## config.mk

```make
export PLATFORM = sky130hd
export DESIGN_NAME = rxr_ring_writer
export DESIGN_NICKNAME = d
export VERILOG_FILES = /design/src/rtl/rxr_pkg.sv /design/src/rtl/rxr_dest_filter.sv /design/src/rtl/rxr_space_check.sv /design/src/rtl/rxr_ring_addr.sv /design/src/rtl/rxr_next_page.sv /design/src/rtl/rxr_ring_writer.sv
export SDC_FILE = /design/constraint.sdc
export NUM_CORES = 1
export LEC_CHECK = 0
export BUFFER_PORTS_ARGS = -buffer_cell sky130_fd_sc_hd__buf_4
export CELL_PAD_IN_SITES_DETAIL_PLACEMENT = 1
export CELL_PAD_IN_SITES_GLOBAL_PLACEMENT = 2
export CORE_UTILIZATION = 37
export DETAILED_ROUTE_END_ITERATION = 8
export MAX_ROUTING_LAYER = met4
export PLACE_DENSITY = 0.87
export SYNTH_ARGS = -nofsm -noshare
export SYNTH_HDL_FRONTEND = slang
export SYNTH_SLANG_ARGS = --single-unit
```

## constraint.sdc

```tcl
create_clock -name clk -period 5.73 [get_ports clk]
set_input_delay 1.719 -clock clk [delete_from_list [all_inputs] [get_ports clk]]
set_output_delay 1.719 -clock clk [all_outputs]
set_load 0.005 [all_outputs]
```

## src/rtl/rxr_pkg.sv

```systemverilog
package rxr_pkg;
  localparam int unsigned DA_BYTES  = 6;
  localparam int unsigned HDR_BYTES = 4;

  typedef enum logic [2:0] {
    ST_IDLE,
    ST_RECV,
    ST_DRAIN,
    ST_TAIL,
    ST_HDR
  } rxr_state_e;
endpackage

```

## src/rtl/rxr_dest_filter.sv

```systemverilog
module rxr_dest_filter #(
  parameter int unsigned NB = 6
) (
  input  logic [NB*8-1:0] dest_i,
  input  logic [NB*8-1:0] station_i,
  input  logic            promisc_i,
  input  logic            bcast_en_i,
  input  logic            mcast_en_i,
  output logic            accept_o,
  output logic            group_o
);
  logic [NB-1:0] byte_match;
  logic [NB-1:0] byte_ones;

  for (genvar g = 0; g < NB; g++) begin : g_byte
    assign byte_match[g] = (dest_i[g*8 +: 8] == station_i[g*8 +: 8]);
    assign byte_ones[g]  = &dest_i[g*8 +: 8];
  end

  assign group_o  = dest_i[0];
  assign accept_o = promisc_i
                  | ((&byte_ones) & bcast_en_i)
                  | (group_o & mcast_en_i)
                  | (&byte_match);
endmodule

```

## src/rtl/rxr_space_check.sv

```systemverilog
module rxr_space_check #(
  parameter int unsigned PG_W      = 8,
  parameter int unsigned MAX_FRAME = 1518
) (
  input  logic [PG_W-1:0] cur_i,
  input  logic [PG_W-1:0] bnd_i,
  input  logic [PG_W-1:0] start_i,
  input  logic [PG_W-1:0] stop_i,
  output logic            room_ok_o
);
  localparam int unsigned FREE_W = PG_W + 9;

  logic [PG_W:0]   ring_pg;
  logic [PG_W:0]   free_pg;
  logic [FREE_W-1:0] free_bytes;

  always_comb begin
    ring_pg = {1'b0, stop_i} - {1'b0, start_i};
    if (cur_i < bnd_i) free_pg = {1'b0, bnd_i} - {1'b0, cur_i};
    else               free_pg = ring_pg - ({1'b0, cur_i} - {1'b0, bnd_i});
    free_bytes = {free_pg, 8'h00};
    room_ok_o  = (free_bytes >= FREE_W'(MAX_FRAME));
  end
endmodule

```

## src/rtl/rxr_ring_addr.sv

```systemverilog
module rxr_ring_addr #(
  parameter int unsigned PG_W  = 8,
  parameter int unsigned OFF_W = 16
) (
  input  logic [PG_W-1:0]  page_i,
  input  logic [OFF_W-1:0] off_i,
  input  logic [PG_W-1:0]  start_i,
  input  logic [PG_W-1:0]  stop_i,
  output logic [PG_W+7:0]  addr_o
);
  localparam int unsigned SUM_W = ((OFF_W > PG_W + 8) ? OFF_W : PG_W + 8) + 1;

  logic [SUM_W-1:0] raw;
  logic [SUM_W-1:0] limit;
  logic [SUM_W-1:0] ring_b;
  logic [SUM_W-1:0] fixed;
  logic             unused_hi;

  always_comb begin
    raw    = SUM_W'({page_i, 8'h00}) + SUM_W'(off_i);
    limit  = SUM_W'({stop_i, 8'h00});
    ring_b = SUM_W'({stop_i - start_i, 8'h00});
    fixed  = (raw >= limit) ? (raw - ring_b) : raw;
  end

  assign addr_o    = fixed[PG_W+7:0];
  assign unused_hi = ^fixed[SUM_W-1:PG_W+8];
endmodule

```

## src/rtl/rxr_next_page.sv

```systemverilog
module rxr_next_page #(
  parameter int unsigned PG_W    = 8,
  parameter int unsigned LEN_W   = 16,
  parameter int unsigned MIN_LEN = 60
) (
  input  logic [PG_W-1:0]  page_i,
  input  logic [LEN_W-1:0] len_i,
  input  logic [PG_W-1:0]  start_i,
  input  logic [PG_W-1:0]  stop_i,
  output logic [PG_W-1:0]  next_pg_o,
  output logic [LEN_W-1:0] total_o
);
  localparam int unsigned W = ((LEN_W > PG_W) ? LEN_W : PG_W) + 2;

  logic [W-1:0] padded;
  logic [W-1:0] total;
  logic [W-1:0] pages;
  logic [W-1:0] nraw;
  logic [W-1:0] nfix;
  logic         unused_bits;

  always_comb begin
    padded = (len_i < LEN_W'(MIN_LEN)) ? W'(MIN_LEN) : W'(len_i);
    total  = padded + W'(4);
    pages  = (total + W'(4) + W'(255)) >> 8;
    nraw   = W'(page_i) + pages;
    nfix   = (nraw >= W'(stop_i)) ? (nraw - (W'(stop_i) - W'(start_i))) : nraw;
  end

  assign next_pg_o   = nfix[PG_W-1:0];
  assign total_o     = total[LEN_W-1:0];
  assign unused_bits = ^{nfix[W-1:PG_W], total[W-1:LEN_W]};
endmodule

```

## src/rtl/rxr_ring_writer.sv

```systemverilog
module rxr_ring_writer
  import rxr_pkg::*;
#(
  parameter int unsigned PG_W      = 8,
  parameter int unsigned LEN_W     = 16,
  parameter int unsigned MIN_LEN   = 60,
  parameter int unsigned MAX_FRAME = 1518
) (
  input  logic                  clk,
  input  logic                  rst_n,
  input  logic                  in_valid,
  input  logic                  in_sop,
  input  logic                  in_eop,
  input  logic [7:0]            in_data,
  input  logic [PG_W-1:0]       cfg_start_pg,
  input  logic [PG_W-1:0]       cfg_stop_pg,
  input  logic [PG_W-1:0]       cfg_boundary,
  input  logic [PG_W-1:0]       cfg_cur_pg,
  input  logic [DA_BYTES*8-1:0] cfg_station,
  input  logic                  cfg_promisc,
  input  logic                  cfg_bcast_en,
  input  logic                  cfg_mcast_en,
  input  logic                  cfg_stopped,
  output logic                  mem_we,
  output logic [PG_W+7:0]       mem_addr,
  output logic [7:0]            mem_wdata,
  output logic                  rx_done,
  output logic [PG_W-1:0]       rx_next_pg
);
  localparam int unsigned NB     = DA_BYTES;
  localparam int unsigned ADDR_W = PG_W + 8;
  localparam int unsigned TIDX_W = $clog2(MIN_LEN + 1);

  // reset: asserted asynchronously, released on the clock
  logic rst_s0, rst_q_n;
  always_ff @(posedge clk or negedge rst_n) begin
    if (!rst_n) begin
      rst_s0  <= 1'b0;
      rst_q_n <= 1'b0;
    end else begin
      rst_s0  <= 1'b1;
      rst_q_n <= rst_s0;
    end
  end

  rxr_state_e         state_q, state_d;
  logic [LEN_W-1:0]   cnt_q, cnt_d;
  logic [LEN_W-1:0]   len_q, len_d;
  logic [NB*8-1:0]    dest_q, dest_d;
  logic               acc_q, acc_d;
  logic [PG_W-1:0]    cur_q, cur_d;
  logic [PG_W-1:0]    start_q, start_d;
  logic [PG_W-1:0]    stop_q, stop_d;
  logic [TIDX_W-1:0]  tidx_q, tidx_d;
  logic [1:0]         hidx_q, hidx_d;
  logic               we_q, we_d;
  logic [ADDR_W-1:0]  addr_q, addr_d;
  logic [7:0]         wdata_q, wdata_d;
  logic               done_q, done_d;
  logic [PG_W-1:0]    npg_q, npg_d;

  logic               take;
  logic [LEN_W-1:0]   idx;
  logic [NB*8-1:0]    view;
  logic               decide_now;
  logic               filt_acc, filt_grp;
  logic               room_ok;
  logic [LEN_W-1:0]   ring_off;
  logic [ADDR_W-1:0]  ring_addr;
  logic [PG_W-1:0]    calc_next;
  logic [LEN_W-1:0]   calc_total;
  logic [7:0]         tail_byte;
  logic               unused_grp;

  assign take = in_valid && ((state_q == ST_IDLE) ? in_sop : (state_q == ST_RECV));
  assign idx  = (state_q == ST_IDLE) ? '0 : cnt_q;

  // destination bytes as seen including the byte arriving now
  always_comb begin
    view = dest_q;
    for (int i = 0; i < NB; i++) begin
      if (state_q == ST_IDLE)              view[i*8 +: 8] = (i == 0) ? in_data : 8'h00;
      else if (take && idx == LEN_W'(i))   view[i*8 +: 8] = in_data;
    end
  end

  assign decide_now = take && ((idx == LEN_W'(NB-1)) || (in_eop && idx < LEN_W'(NB-1)));

  rxr_dest_filter #(.NB(NB)) u_filter (
    .dest_i     (view),
    .station_i  (cfg_station),
    .promisc_i  (cfg_promisc),
    .bcast_en_i (cfg_bcast_en),
    .mcast_en_i (cfg_mcast_en),
    .accept_o   (filt_acc),
    .group_o    (filt_grp)
  );
  assign unused_grp = filt_grp;

  rxr_space_check #(.PG_W(PG_W), .MAX_FRAME(MAX_FRAME)) u_space (
    .cur_i     (cfg_cur_pg),
    .bnd_i     (cfg_boundary),
    .start_i   (cfg_start_pg),
    .stop_i    (cfg_stop_pg),
    .room_ok_o (room_ok)
  );

  assign ring_off = LEN_W'(HDR_BYTES) + ((state_q == ST_TAIL) ? LEN_W'(tidx_q) : idx);

  rxr_ring_addr #(.PG_W(PG_W), .OFF_W(LEN_W)) u_addr (
    .page_i  (cur_q),
    .off_i   (ring_off),
    .start_i (start_q),
    .stop_i  (stop_q),
    .addr_o  (ring_addr)
  );

  rxr_next_page #(.PG_W(PG_W), .LEN_W(LEN_W), .MIN_LEN(MIN_LEN)) u_next (
    .page_i    (cur_q),
    .len_i     (len_q),
    .start_i   (start_q),
    .stop_i    (stop_q),
    .next_pg_o (calc_next),
    .total_o   (calc_total)
  );

  always_comb begin
    tail_byte = 8'h00;
    for (int i = 0; i < NB; i++) begin
      if (tidx_q == TIDX_W'(i)) tail_byte = dest_q[i*8 +: 8];
    end
  end

  // next-state logic
  always_comb begin
    state_d = state_q;
    cnt_d   = cnt_q;
    len_d   = len_q;
    dest_d  = dest_q;
    acc_d   = acc_q;
    cur_d   = cur_q;
    start_d = start_q;
    stop_d  = stop_q;
    tidx_d  = tidx_q;
    hidx_d  = hidx_q;
    we_d    = 1'b0;
    addr_d  = addr_q;
    wdata_d = wdata_q;
    done_d  = 1'b0;
    npg_d   = npg_q;

    unique case (state_q)
      ST_IDLE: begin
        if (take) begin
          cur_d   = cfg_cur_pg;
          start_d = cfg_start_pg;
          stop_d  = cfg_stop_pg;
          dest_d  = view;
          cnt_d   = LEN_W'(1);
          acc_d   = decide_now ? filt_acc : 1'b0;
          tidx_d  = '0;
          hidx_d  = '0;
          if (cfg_stopped || !room_ok) begin
            state_d = in_eop ? ST_IDLE : ST_DRAIN;
          end else if (in_eop) begin
            len_d   = LEN_W'(1);
            state_d = filt_acc ? ST_TAIL : ST_IDLE;
          end else begin
            state_d = ST_RECV;
          end
        end
      end
      ST_RECV: begin
        if (take) begin
          dest_d = view;
          cnt_d  = cnt_q + LEN_W'(1);
          if (decide_now) acc_d = filt_acc;
          if (idx >= LEN_W'(NB) && acc_q) begin
            we_d    = 1'b1;
            addr_d  = ring_addr;
            wdata_d = in_data;
          end
          if (in_eop) begin
            len_d   = idx + LEN_W'(1);
            tidx_d  = '0;
            state_d = (decide_now ? filt_acc : acc_q) ? ST_TAIL : ST_IDLE;
          end
        end
      end
      ST_DRAIN: begin
        if (in_valid && in_eop) state_d = ST_IDLE;
      end
      ST_TAIL: begin
        we_d    = 1'b1;
        addr_d  = ring_addr;
        wdata_d = tail_byte;
        if (tidx_q == TIDX_W'(NB-1)) begin
          if (len_q >= LEN_W'(MIN_LEN))  state_d = ST_HDR;
          else if (len_q > LEN_W'(NB))   tidx_d  = TIDX_W'(len_q);
          else                           tidx_d  = TIDX_W'(NB);
        end else if (tidx_q >= TIDX_W'(MIN_LEN-1)) begin
          state_d = ST_HDR;
        end else begin
          tidx_d = tidx_q + TIDX_W'(1);
        end
      end
      ST_HDR: begin
        we_d   = 1'b1;
        addr_d = {cur_q, 6'b000000, hidx_q};
        unique case (hidx_q)
          2'd0:    wdata_d = {2'b00, dest_q[0], 4'b0000, 1'b1};
          2'd1:    wdata_d = 8'(calc_next);
          2'd2:    wdata_d = calc_total[7:0];
          default: wdata_d = 8'(calc_total >> 8);
        endcase
        hidx_d = hidx_q + 2'd1;
        if (hidx_q == 2'd3) begin
          done_d  = 1'b1;
          npg_d   = calc_next;
          state_d = ST_IDLE;
        end
      end
      default: state_d = ST_IDLE;
    endcase
  end

  // state registers
  always_ff @(posedge clk or negedge rst_q_n) begin
    if (!rst_q_n) begin
      state_q <= ST_IDLE;
      cnt_q   <= '0;
      len_q   <= '0;
      dest_q  <= '0;
      acc_q   <= 1'b0;
      cur_q   <= '0;
      start_q <= '0;
      stop_q  <= '0;
      tidx_q  <= '0;
      hidx_q  <= '0;
      we_q    <= 1'b0;
      addr_q  <= '0;
      wdata_q <= '0;
      done_q  <= 1'b0;
      npg_q   <= '0;
    end else begin
      state_q <= state_d;
      cnt_q   <= cnt_d;
      len_q   <= len_d;
      dest_q  <= dest_d;
      acc_q   <= acc_d;
      cur_q   <= cur_d;
      start_q <= start_d;
      stop_q  <= stop_d;
      tidx_q  <= tidx_d;
      hidx_q  <= hidx_d;
      we_q    <= we_d;
      addr_q  <= addr_d;
      wdata_q <= wdata_d;
      done_q  <= done_d;
      npg_q   <= npg_d;
    end
  end

  assign mem_we     = we_q;
  assign mem_addr   = addr_q;
  assign mem_wdata  = wdata_q;
  assign rx_done    = done_q;
  assign rx_next_pg = npg_q;

  // every write lands inside the ring captured for the frame
  a_r5_write_in_ring: assert property (@(posedge clk) disable iff (!rst_q_n)
    mem_we |-> (mem_addr >= {start_q, 8'h00}) && (mem_addr < {stop_q, 8'h00}));

  // the done strobe lasts one cycle
  a_r9_done_single: assert property (@(posedge clk) disable iff (!rst_q_n)
    rx_done |=> !rx_done);

  // the reported page stays inside the ring
  a_r8_next_in_ring: assert property (@(posedge clk) disable iff (!rst_q_n)
    rx_done |-> (rx_next_pg >= start_q) && (rx_next_pg < stop_q));

  // done coincides with the write of header byte 3
  a_r7_done_with_hdr: assert property (@(posedge clk) disable iff (!rst_q_n)
    rx_done |-> mem_we && (mem_addr == {cur_q, 8'h03}));

  // a frame started while halted causes no write in the next cycle
  a_r3_stopped_no_write: assert property (@(posedge clk) disable iff (!rst_q_n)
    (state_q == ST_IDLE && in_valid && in_sop && cfg_stopped) |=> !mem_we && !rx_done);

  // nothing is written while a discarded frame drains
  a_r2_drain_silent: assert property (@(posedge clk) disable iff (!rst_q_n)
    (state_q == ST_DRAIN) |-> !mem_we && !rx_done);
endmodule

```

==> flow_metrics.py, run 1 <==
metrics = {
    "logic_synthesis": {
        "synth.avg_cell_area_um2": 8.20,
        "synth-edff-count": 0,
        "netlist.area_leader.share_pct": 28.8,
        "ys_ff_latch": 152,
        "yosysMostFrequentCell": "nand2_1",
        "synthArstFlopShare_pct": 100,
        "dominantRegCellSynth": "dfrtp_1",
        "yosys_warnings": 0,
        "synth_commonest_cells": "nand2_1, dfrtp_1, o21ai_0",
        "synthTopCellsByArea": "dfrtp_1, ha_1, o21ai_0, nand2_1, fa_1",
        "synth_fp_nets": 1823,
        "synth_cells": 1609,
        "syn_area_um2": 13200,
        "synth_cell_types": 74,
        "synth_seq_area_share_pct": 28.8,
        "synth_area_leader_cell": "dfrtp_1",
    },
    "placed_design": {
        "portBuffers": 130,
        "hpwl_mm": 41.2,
        "post-place-ws_ps": -194,
        "gp_congestion": 0.940,
    },
    "pwr": {
        "vdd_drop_max_mv": 0.562,
        "p_int_mw": 4.18,
        "p_sw_share_pct": 50.1,
        "power_frac_seq_pct": 21.2,
        "p_per_area_nw_per_um2": 532,
        "clockPowerShare_pct": 13.3,
        "pwr-share-comb_pct": 65.6,
        "p_leak_nw": 7.03,
        "switchingPower_mw": 4.20,
    },
    "floorplan": {
        "dieArea_um2": 36400,
        "boundaryPins": 131,
        "core.rowCount": 68,
        "core_area_um2": 34800,
        "die_y_um": 191,
        "start_util_pct": 37.9,
        "dieWidth_um": 191,
    },
    "sta": {
        "period_needed_ps": 5510,
        "hold_violations": 0,
        "maxSlewViolCount": 0,
        "worst_slack_ps": 218,
        "max_slew_margin_pct": 34.6,
        "max_freq_mhz": 181,
        "setup_viol": 0,
        "fin_worst_skew_ps": 16.2,
        "worst_slew_pin_slew_ps": 981,
        "finalCritPeriodShare_pct": 96.2,
        "whs_ps": 308,
        "tns_ps": 0,
    },
    "global_routing": {
        "grt_pass1_vias": 13700,
        "grt_use_total_pct": 30.2,
        "antenna_found_initial": 0,
        "grt.overflow.total": 0,
        "grt_start_max_net_pins": 70,
        "grt_pass1_wl_mm": 81.0,
    },
    "final_layout": {
        "drive_above_1_share_pct": 17.8,
        "nets": 1970,
        "diodes": 0,
        "nFillCells": 4205,
        "syn2layout_area_growth_pct": 19.3,
    },
    "drt": {
        "wl_mm": 53.1,
        "postRouteAntennaNets": 0,
        "drtPass1Iterations": 6,
        "wl_per_cell_um": 23.9,
        "drc": 0,
        "initialDrtViolationCount": 1094,
        "vias": 13400,
        "vias_per_cell": 6.05,
    },
    "run": {
        "cap_violations": 0,
    },
    "setup_path": {
        "path_class": "reg2reg",
        "cp_common_cell": "o21ai_1",
        "end_kind": "flop",
        "slowest_stage": "fa_1",
        "critPathMaxStageDelay_ps": 590,
        "ff2ff_path_depth": 28,
        "crit_arrival_ps": 5880,
        "crit_fanout": 4,
        "cp-start-kind": "flop",
        "cp.required_ps": 6100,
    },
    "cts": {
        "ctsHoldBuffers": 0,
        "clock_latency_ps": 460,
        "cts_tree": "built",
        "path_clk_slew_ps": 70,
        "cts.sink_count": 152,
        "clock_path_buffers": 2,
        "numCtsBuffers": 17,
        "cts_max_level": 4,
        "cts-root-buf": "clkbuf_16",
    },
    "status": {
        "outcome": "complete, no violations",
    },
    "hold_path": {
        "min-delay-path-class": "reg2async",
    },
}
[final timing paths]
path,slack (ps),start,to
max,220,len_q[14],mem_wdata[7]
min,310,rst_q_n,cnt_q[12]
max reg2reg,220,len_q[14],mem_wdata[7]
min reg2reg,310,rst_q_n,cnt_q[12]
max in group asynchronous,4040,rst_q_n,dest_q[45]
min in group clk,360,rst_s0,rst_q_n
[logic make-up after synthesis]
group | after synthesis | synth area share [%]
simple gates | 552 | 20.6
compound gates | 440 | 21.4
buf+inv | 196 | 5.79
flops | 152 | 28.8
fa+ha+maj | 117 | 12.7
xor+xnor | 108 | 7.17
mux | 43 | 3.48
other cells | 1 | 0.0284
[critical path: cells and delay by family, from the launching register on]
kind | cells | cell delay [ps]
fa+ha+maj | 5 | 1580
simple gates | 7 | 1120
compound gates | 8 | 1070
xor+xnor | 4 | 750
buf+inv | 4 | 500
flops | 1 | 390
[cells in the final DEF (no fill, tap or decap), types with 42 or more instances in the layout]
master	count
ha_1	86
buf_4	215
nor3_1	46
xor2_1	62
nor2_1	119
a21oi_1	84
o21ai_0	135
inv_1	107
xnor2_1	42
nand3_1	65
dfrtp_1	151
nand2_1	157
[metal layers]
metal	GRT usage, %	up-vias	wire length (um)
li1	-	6113	-
met1	39.8	6797	24100
met2	48.5	441	25000
met3	3.20	95	2420
met4	9.29	0	1510
met5	-	-	0
[power by group through the flow]
stage	clock, mW	combinational (mW)	sequential [mW]
floorplan	0	3.29	1.60
global placement	0	5.03	1.77
detailed placement	0	5.21	1.78
CTS	1.12	5.26	1.76
global route	1.16	5.99	1.80
finish	1.11	5.49	1.77
[area by class of cell]
type	count	area, um^2	area share (%)
inverters	107	402	2.55
flip-flops and latches	152	3810	24.2
clock buffers	18	429	2.73
well taps	455	569	3.62
clock inverters	14	114	0.723
repair buffers	217	1650	10.5
multi-input cells	1261	8770	55.7
[what timing repair did]
item / in CTS / in global routing
endpoints found under the setup margin: 2 / 24
gates resized for setup: 7 / 31
cloned: 0 / 0
hold endpoints to repair: 0 / 0
setup buffers: 0 / 8
pin swaps: 2 / 16
[stage by stage]
stage	power, mW	instances	area (um^2)	utilization [%]
after floorplan	4.89	1609	13200	-
after global placement	6.80	2184	15000	43.1
after detailed placement	6.99	2184	15000	43.1
after CTS	8.15	2216	15600	44.7
after global routing	8.95	2224	15700	45.2
final	8.37	2224	15700	45.2
[registers in the layout, indices dropped and copies added (netlist names)]
name / cells
tidx_q: 6
mem_addr: 16
stop_q: 8
hidx_q: 2
rst_s0: 1
mem_wdata: 8
mem_we: 1
rst_q_n: 1
acc_q: 1
cur_q: 8
start_q: 8
dest_q: 48
len_q: 16
cnt_q: 16
rx_next_pg: 8
state_q: 3
rx_done: 1
Power figures use the tool's default switching activity.
==> run 2, diff against run 1 <==
Clock period 5.73 ns to 6.2 ns, I/O delays scaled along.
==> run 2 against run 1 <==
Fmax shrank 6.1%; non-clock buffer count fell by 51; first-iteration DRC count is 2.8% lower; critical endpoint is now rx_next_pg[7]; largest cell class unchanged; largest power group unchanged.
==> flow_metrics.py, run 2 (synthesized netlist as in run 1, its figures left out) <==
metrics = {
    "floorplan": {
        "start_util_pct": 37.9,
        "core_area_um2": 34800,
        "core.rowCount": 68,
        "dieWidth_um": 191,
        "boundaryPins": 131,
        "dieArea_um2": 36400,
        "die_y_um": 191,
    },
    "final_layout": {
        "stdcell_count": 2173,
        "diodes": 0,
        "layout_commonest_cell": "buf_4",
        "largest_reg_flops": 48,
        "nFillCells": 4197,
        "final_cell_mix": "buf_4, nand2_1, dfrtp_1, o21ai_0, nor2_1",
        "syn2layout_area_growth_pct": 16.0,
        "final_cell_area_um2": 15300,
        "drive_above_1_share_pct": 14.7,
        "regArea_um2": 3810,
        "multiInputGateArea_um2": 8700,
        "regMostFlops": "dest_q",
        "nets": 1919,
    },
    "setup_path": {
        "path_class": "reg2reg",
        "cp.required_ps": 6510,
        "critPathMaxStageDelay_ps": 460,
        "slowest_stage": "fa_1",
        "cp-start-kind": "flop",
        "crit_fanout": 6,
        "crit_arrival_ps": 6180,
        "cp_common_cell": "o21ai_0",
        "end_kind": "flop",
    },
    "placed_design": {
        "hpwl_mm": 40.2,
        "gp_congestion": 0.954,
        "placed_cells": 2136,
        "portBuffers": 130,
        "post-place-ws_ps": -77.2,
        "placedInstanceArea_um2": 14600,
    },
    "drt": {
        "wl_per_cell_um": 24.0,
        "wl_mm": 52.1,
        "postRouteAntennaNets": 0,
        "vias_per_cell": 6.10,
        "vias": 13300,
        "drc": 0,
        "initialDrtViolationCount": 1063,
        "drtPass1Iterations": 7,
    },
    "cts": {
        "path_clk_slew_ps": 80,
        "ctsHoldBuffers": 0,
        "cts_tree": "built",
        "cts_max_level": 4,
        "clock_path_buffers": 2,
        "numCtsBuffers": 17,
        "cts-root-buf": "clkbuf_16",
        "clock_latency_ps": 460,
        "cts.sink_count": 152,
    },
    "sta": {
        "max_slew_margin_pct": 33.1,
        "setup_viol": 0,
        "maxSlewViolCount": 0,
        "fin_worst_skew_ps": 12.6,
        "hold_violations": 0,
        "worst_slack_ps": 332,
        "period_needed_ps": 5870,
        "max_freq_mhz": 170,
        "finalCritPeriodShare_pct": 94.7,
        "worst_slew_pin_slew_ps": 1000,
    },
    "pwr": {
        "p_leak_nw": 6.78,
        "vdd_drop_max_mv": 0.518,
        "p_per_area_nw_per_um2": 480,
        "power.total_mw": 7.34,
    },
    "global_routing": {
        "grt_start_max_net_pins": 74,
        "grt_pass1_vias": 13400,
        "grt_pass1_wl_mm": 79.7,
        "grt.overflow.total": 0,
        "antenna_found_initial": 0,
        "grt_use_total_pct": 29.8,
    },
    "run": {
        "cap_violations": 0,
    },
    "hold_path": {
        "min-delay-path-class": "reg2async",
    },
    "status": {
        "outcome": "complete, no violations",
    },
}
## run 2: path summary, 6_finish.rpt
check | from | end | slack, ps | depth (start not counted)
setup / recovery | len_q[14] | rx_next_pg[7] | 330 | 28
hold / removal | rst_q_n | cnt_q[10] | 290 | 0
setup reg to reg | len_q[14] | rx_next_pg[7] | 330 | 28
hold reg to reg | rst_q_n | cnt_q[10] | 290 | 0
max in group asynchronous | rst_q_n | state_q[2] | 4450 | 1
min in group clk | rst_s0 | rst_q_n | 360 | 0
## run 2: area by class of cell
cell class                 count  share of cell area, %
clock buffer                  17                   2.78
tap                          455                   3.72
inverter                     107                   2.62
multi-input combinational   1261                   56.8
clock inverter                15                  0.989
timing repair buffer         166                   8.14
sequential                   152                   24.9
## run 2: what timing repair did
item                       CTS  global route
setup endpoints to repair    7            24
pin swaps                    1             0
resized for setup            3            12
setup buffers                1             4
## run 2: critical path: cells and delay by family, from the launching register on
| kind | cells | cell delay [ps] |
|---|---|---|
| compound gates | 9 | 1360 |
| xor+xnor | 4 | 720 |
| fa+ha+maj | 5 | 1620 |
| buf+inv | 4 | 540 |
| flops | 1 | 440 |
| simple gates | 6 | 1040 |
## run 2: stage by stage
stage,TNS [ps],hold WS (ps),util [%]
4_1_cts,0,328,43.7
6_report,0,293,44.0
5_1_grt,-31.8,348,44.0
3_3_place_gp,0,324,42.0
3_5_place_dp,-281,326,42.0
2_1_floorplan,0,331,-
## run 2: metal layers
metal / share of wire, % / track usage, % / wire length (um) / vias up
met3: 5.2 / 3.39 / 2700 / 97
li1: - / - / - / 6009
met2: 47 / 46.9 / 24400 / 467
met4: 3.1 / 10.7 / 1610 / 0
met1: 45 / 39.5 / 23300 / 6680
met5: 0 / - / 0 / -
## run 2: report_power, final
group          total (mW)  internal [mW]  switching [mW]
registers            1.67           1.26           0.408
clock network        1.07          0.537           0.537
logic                4.60           1.78            2.83
